**src/rtl/sgf_pkg.sv**
```systemverilog
package sgf_pkg;
    typedef enum logic [1:0] {
        GATE_BLANK = 2'b00,
        GATE_LEVEL = 2'b01,
        GATE_RISE  = 2'b10,
        GATE_FALL  = 2'b11
    } gate_mode_e;
endpackage

```
**src/rtl/sgf_port_sel.sv**
```systemverilog
module sgf_port_sel #(
    parameter int MAN_W = 14,
    parameter int EXP_W = 3
) (
    input  logic             src_b,
    input  logic [MAN_W-1:0] a_man,
    input  logic [EXP_W-1:0] a_exp,
    input  logic             a_en,
    input  logic [MAN_W-1:0] b_man,
    input  logic [EXP_W-1:0] b_exp,
    input  logic             b_en,
    output logic [MAN_W-1:0] sel_man,
    output logic [EXP_W-1:0] sel_exp,
    output logic             sel_en
);
    // mantissa, exponent and enable always switch as one group
    always_comb begin
        if (src_b) begin
            sel_man = b_man;
            sel_exp = b_exp;
            sel_en  = b_en;
        end else begin
            sel_man = a_man;
            sel_exp = a_exp;
            sel_en  = a_en;
        end
    end
endmodule

```
**src/rtl/sgf_gate_ctl.sv**
```systemverilog
module sgf_gate_ctl
    import sgf_pkg::*;
(
    input  logic       clk,
    input  logic       rst_n,
    input  gate_mode_e mode,
    input  logic       en,
    output logic       take,
    output logic       blank
);
    logic en_prev_d, en_prev_q;

    always_comb begin
        en_prev_d = en;
        blank     = (mode == GATE_BLANK) && !en;
        unique case (mode)
            GATE_BLANK: take = 1'b1;
            GATE_LEVEL: take = en;
            GATE_RISE:  take = en && !en_prev_q;
            GATE_FALL:  take = !en && en_prev_q;
            default:    take = 1'b0;
        endcase
    end

    always_ff @(posedge clk) begin
        if (!rst_n) en_prev_q <= 1'b0;
        else        en_prev_q <= en_prev_d;
    end

    // an edge mode never takes two samples in a row while the mode is unchanged
    p_no_back2back_r3: assert property (@(posedge clk) disable iff (!rst_n)
        ((mode == GATE_RISE || mode == GATE_FALL) && take) |=> !(take && $stable(mode)));
endmodule

```
**src/rtl/sgf_sync_sel.sv**
```systemverilog
module sgf_sync_sel #(
    parameter int NUM_SYNC = 4,
    localparam int SEL_W = (NUM_SYNC > 1) ? $clog2(NUM_SYNC) : 1
) (
    input  logic                clk,
    input  logic                rst_n,
    input  logic [SEL_W-1:0]    sel,
    input  logic [NUM_SYNC-1:0] pins,
    output logic                sync_q
);
    logic sync_d;

    always_comb begin
        sync_d = 1'b0;
        for (int i = 0; i < NUM_SYNC; i++) begin
            if (sel == SEL_W'(i)) sync_d = pins[i];
        end
    end

    always_ff @(posedge clk) begin
        if (!rst_n) sync_q <= 1'b0;
        else        sync_q <= sync_d;
    end

    p_sync_route_r8: assert property (@(posedge clk) disable iff (!rst_n)
        $past(rst_n) |-> (sync_q == $past(pins[sel])));
endmodule

```
**src/rtl/smp_gate_front.sv**
```systemverilog
module smp_gate_front
    import sgf_pkg::*;
#(
    parameter int MAN_W    = 14,
    parameter int EXP_W    = 3,
    parameter int NUM_SYNC = 4,
    localparam int SEL_W   = (NUM_SYNC > 1) ? $clog2(NUM_SYNC) : 1
) (
    input  logic                clk,
    input  logic                rst_n,
    input  logic [1:0]          cfg_gate_mode,
    input  logic                cfg_src_b,
    input  logic [SEL_W-1:0]    cfg_sync_sel,
    input  logic [MAN_W-1:0]    a_man,
    input  logic [EXP_W-1:0]    a_exp,
    input  logic                a_en,
    input  logic [MAN_W-1:0]    b_man,
    input  logic [EXP_W-1:0]    b_exp,
    input  logic                b_en,
    input  logic [NUM_SYNC-1:0] sync_pins,
    output logic [MAN_W-1:0]    smp_man,
    output logic [EXP_W-1:0]    smp_exp,
    output logic                smp_vld,
    output logic                nco_step,
    output logic                be_ce,
    output logic                sync_out
);
    typedef struct packed {
        logic [MAN_W-1:0] man;
        logic [EXP_W-1:0] expo;
        logic             vld;
        logic             step;
        logic             ce;
    } front_t;

    logic [MAN_W-1:0] sel_man;
    logic [EXP_W-1:0] sel_exp;
    logic             sel_en;
    logic             take, blank;
    gate_mode_e       mode;
    front_t           st_d, st_q;

    assign mode = gate_mode_e'(cfg_gate_mode);

    sgf_port_sel #(.MAN_W(MAN_W), .EXP_W(EXP_W)) u_port (
        .src_b(cfg_src_b),
        .a_man(a_man), .a_exp(a_exp), .a_en(a_en),
        .b_man(b_man), .b_exp(b_exp), .b_en(b_en),
        .sel_man(sel_man), .sel_exp(sel_exp), .sel_en(sel_en)
    );

    sgf_gate_ctl u_gate (
        .clk(clk), .rst_n(rst_n), .mode(mode), .en(sel_en),
        .take(take), .blank(blank)
    );

    sgf_sync_sel #(.NUM_SYNC(NUM_SYNC)) u_sync (
        .clk(clk), .rst_n(rst_n), .sel(cfg_sync_sel), .pins(sync_pins),
        .sync_q(sync_out)
    );

    always_comb begin
        st_d      = st_q;
        st_d.vld  = 1'b0;
        st_d.step = 1'b0;
        st_d.ce   = 1'b1;
        if (take) begin
            st_d.vld  = 1'b1;
            st_d.step = 1'b1;
            st_d.man  = blank ? '0 : sel_man;
            st_d.expo = blank ? '0 : sel_exp;
        end
    end

    always_ff @(posedge clk) begin
        if (!rst_n) st_q <= '0;
        else        st_q <= st_d;
    end

    assign smp_man  = st_q.man;
    assign smp_exp  = st_q.expo;
    assign smp_vld  = st_q.vld;
    assign nco_step = st_q.step;
    assign be_ce    = st_q.ce;

    p_blank_zero_r1: assert property (@(posedge clk) disable iff (!rst_n)
        ($past(rst_n) && $past(mode) == GATE_BLANK && !$past(sel_en))
        |-> (smp_man == '0 && smp_exp == '0 && smp_vld));

    p_step_with_vld_r5: assert property (@(posedge clk) disable iff (!rst_n)
        nco_step == smp_vld);

    p_hold_idle_r5: assert property (@(posedge clk) disable iff (!rst_n)
        ($past(rst_n) && !smp_vld) |-> ($stable(smp_man) && $stable(smp_exp)));

    p_level_low_idle_r2: assert property (@(posedge clk) disable iff (!rst_n)
        ($past(rst_n) && $past(mode) == GATE_LEVEL && !$past(sel_en)) |-> !smp_vld);

    p_backend_run_r6: assert property (@(posedge clk) disable iff (!rst_n)
        $past(rst_n) |-> be_ce);
endmodule

```
**config.mk**
```make
export PLATFORM = sky130hd
export DESIGN_NAME = smp_gate_front
export DESIGN_NICKNAME = d
export VERILOG_FILES = /design/src/rtl/sgf_pkg.sv /design/src/rtl/sgf_port_sel.sv /design/src/rtl/sgf_gate_ctl.sv /design/src/rtl/sgf_sync_sel.sv /design/src/rtl/smp_gate_front.sv
export SDC_FILE = /design/constraint.sdc
export NUM_CORES = 1
export LEC_CHECK = 0
export BUFFER_PORTS_ARGS = -buffer_cell sky130_fd_sc_hd__buf_2
export CORE_MARGIN = 10
export CORE_UTILIZATION = 42
export CTS_BUF_LIST = sky130_fd_sc_hd__clkbuf_16
export DETAILED_ROUTE_END_ITERATION = 16
export PLACE_DENSITY = 0.89
export SETUP_SLACK_MARGIN = 0.4
export SKIP_CTS_REPAIR_TIMING = 1
export SLEW_MARGIN = 10
export SYNTH_ARGS = -nofsm -noshare
export SYNTH_HDL_FRONTEND = slang
export SYNTH_SLANG_ARGS = --single-unit
```
**constraint.sdc**
```tcl
create_clock -name clk -period 1.9 [get_ports clk]
set_clock_uncertainty 0.05 [all_clocks]
set_input_delay 0.285 -clock clk [delete_from_list [all_inputs] [get_ports clk]]
set_output_delay 0.285 -clock clk [all_outputs]
set_load 0.005 [all_outputs]
```
==> results.sh <==
export IMPL_ios=68
export IMPL_clock_sinks=21
export IMPL_die_x_um=70.62
export IMPL_min_period_over_period_pct=69.38
export IMPL_crit_chain="buf_2 > mux2_4 > nor2_1 > o221a_1 > buf_4 > mux2i_1"
export IMPL_ys_seq_elements=21
export IMPL_ir_drop_mv=0.7563
export IMPL_io_buffers=67
export IMPL_worstSetupEndpointType="register"
export IMPL_syn_cell_area_um2=1076
export IMPL_wl_mm=3.078
export IMPL_min_path_cells=3
export IMPL_max_clock_freq_ghz=0.7586
export IMPL_r2r_end="smp_man[12]$_SDFFE_PN0P_"
export IMPL_worst_slack_ns=0.5817
export IMPL_grt_util_all_layers_pct=11.90
export IMPL_cp_data_required_time_ns=2.02
export IMPL_htreeDepth=1
export IMPL_critPathKind="input port to register"
export IMPL_dr_total_vias=989
export IMPL_r2r_start="u_gate.en_prev_q$_SDFF_PN0_"
export IMPL_antenna_left=0
export IMPL_rsz0062_at_grt="no"
export IMPL_rrSetupSlack_ns=0.73
export IMPL_wl_per_cell_um=14.94
export IMPL_vias_per_cell=4.801
export IMPL_dr_pass1_iters=4
export IMPL_cts_buffers=3
export IMPL_hold_path_startpoint="cfg_sync_sel[1]"
export IMPL_rows=18
export IMPL_p_leak_nw=0.7737
export IMPL_drive_above_1_share_pct=53.98
export IMPL_worst_setup_path_start_kind="input port"
export IMPL_syn_nets=157
export IMPL_cp_max_fo=9
export IMPL_grt_overflow=0
export IMPL_core_area_um2=2455
export IMPL_grt_max_degree=22
export IMPL_cts_tree="yes"
export IMPL_area_delta_synth_final_pct=38.49
export IMPL_hold_viol=0
export IMPL_arrival_ns=1.44
export IMPL_maxCapViolCount=0
export IMPL_yosys_warnings=0
export IMPL_drc_errors=0
export IMPL_holdPathEnd="u_sync.sync_q$_SDFF_PN0_"
export IMPL_drv_slew=0
export IMPL_setup_viol=0
export IMPL_antenna_found_initial=0
export IMPL_worst_r2r_cell_count=5
export IMPL_synth_cells=110
export IMPL_die_y_um=70.62
export IMPL_finalPower_mw=1.174
export IMPL_start_util_pct=43.83
export IMPL_seq_area_frac_synth_pct=39.07
export IMPL_hold_slack_ns=0.3565
export IMPL_post_place_ws_ns=0.3115
export IMPL_clk_pin_slew_ns=0.06
export IMPL_cpPeakStageDelay_ns=0.32
export IMPL_synth_cell_type_count=18
export IMPL_syn_avg_cell_area_um2=9.782
export IMPL_slew_headroom_pct=77.65
export IMPL_drtIter0Drc=14
export IMPL_hpwl_mm=2.417
export IMPL_clock_path_buffers=2
export IMPL_fin_nets=224
export IMPL_critPathSlowestCell="mux2_4"
export IMPL_tns_ns=0
export IMPL_cts_root_buf="clkbuf_16"
export IMPL_clock_latency_ns=0.25
export IMPL_dieArea_um2=4986
export IMPL_status="finished, final reports clean"
export IMPL_routabilityCongestion=0.6992
export IMPL_finalCriticalPeriod_ns=1.318
export IMPL_diodes=0
export IMPL_grt_pass1_wl_mm=4.947
export IMPL_tightest_slew_ns=0.3352
export IMPL_hold_class="input port to register"
export IMPL_grt_pass1_vias=1091
export IMPL_power_density_nw_per_um2=788.0
==> per-layer routing <==
metal / part of all wire, % / GRT usage (%) / up-vias / wire length [µm]
met2: 52 / 21.16 / 41 / 1609
met5: 0 / 0 / - / 0
met3: 7.6 / 5.439 / 4 / 233
met4: 1.1 / 2.796 / 0 / 34
met1: 39 / 12.50 / 444 / 1199
li1: - / - / 500 / -
==> kinds of logic after synthesis <==
kind of cell	share of synthesized area, %
buffers and inverters	6.859
and+or+nand+nor	15.12
AOI/OAI and AO/OA	1.861
DFF	39.07
muxes	37.09
==> through the flow <==
step / util (%) / std cells / cell area (µm²)
2_1_floorplan: - / 110 / 1081
3_3_place_gp: 57.39 / 202 / 1409
5_1_grt: 60.70 / 206 / 1490
6_report: 60.70 / 206 / 1490
3_5_place_dp: 57.39 / 202 / 1409
4_1_cts: 60.65 / 206 / 1489
==> worst max-delay path: cells and delay by family <==
kind,cells,cell delay [ns]
multiplexers,2,0.55
AND/OR/NAND/NOR,1,0.09
buffers and inverters,2,0.32
AO/OA/AOI/OAI,1,0.20
==> flip-flops by register name, summed over array words and instances (netlist names) <==
register and flops:
u_gate.en_prev_q 1, smp_man 14, smp_vld 1, u_sync.sync_q 1, be_ce 1, smp_exp 3
==> cells in the mapped netlist <==
cell      number  area share, %
clkbuf_1       4            1.4
and2_1         2            1.2
mux2_2        17             18
o221a_1        1            1.0
mux2_4         1            1.4
nor2b_1        1           0.58
inv_1          1           0.35
buf_2          1           0.46
buf_12         1            1.9
buf_4          1           0.70
nand3_1        1           0.46
nor2_1         2           0.70
dfxtp_1       21             39
o31a_1         1           0.81
mux2i_1       17             16
nand2_1       35             12
buf_6          2            2.1
mux4_2         1            2.1
==> placed cells by master, fill, tap and decap left out <==
cell type   n
clkinv_2    1
o221a_1     1
nand3_1     1
and2_1      2
mux2i_1    17
o31a_2      1
mux2_4      1
nor2b_1     1
nor2_1      2
dfxtp_1    21
buf_4       4
clkbuf_16   3
buf_2      67
mux2_2     17
mux4_2      1
nand2_1    35
inv_1       1
==> layout make-up <==
cell class / instances / area (µm²)
inverter: 1 / 3.754
timing repair buffer: 71 / 365.4
sequential: 21 / 420.4
fill: 229 / 964.7
multi-input combinational: 79 / 583.1
clock buffer: 3 / 75.07
clock inverter: 1 / 5.005
tap: 30 / 37.54
==> power by group <==
group	internal (mW)	switching, mW	leakage [nW]	total [mW]
Clock	0.282	0.154	0.0409	0.436
Combinational	0.135	0.107	0.559	0.242
Sequential	0.479	0.0166	0.174	0.496
==> worst max path at each step <==
stage          startpoint  slack, ns                        to
6_report        cfg_src_b       0.58  smp_man[12]$_SDFFE_PN0P_
5_1_grt         cfg_src_b       0.49  smp_man[12]$_SDFFE_PN0P_
4_1_cts         cfg_src_b       0.54  smp_man[12]$_SDFFE_PN0P_
3_5_place_dp    cfg_src_b       0.31  smp_man[12]$_SDFFE_PN0P_
3_3_place_gp    cfg_src_b       0.37   smp_man[0]$_SDFFE_PN0P_
2_1_floorplan   cfg_src_b       0.36   smp_man[0]$_SDFFE_PN0P_
Note: power is estimated with default switching activity, not from simulation.
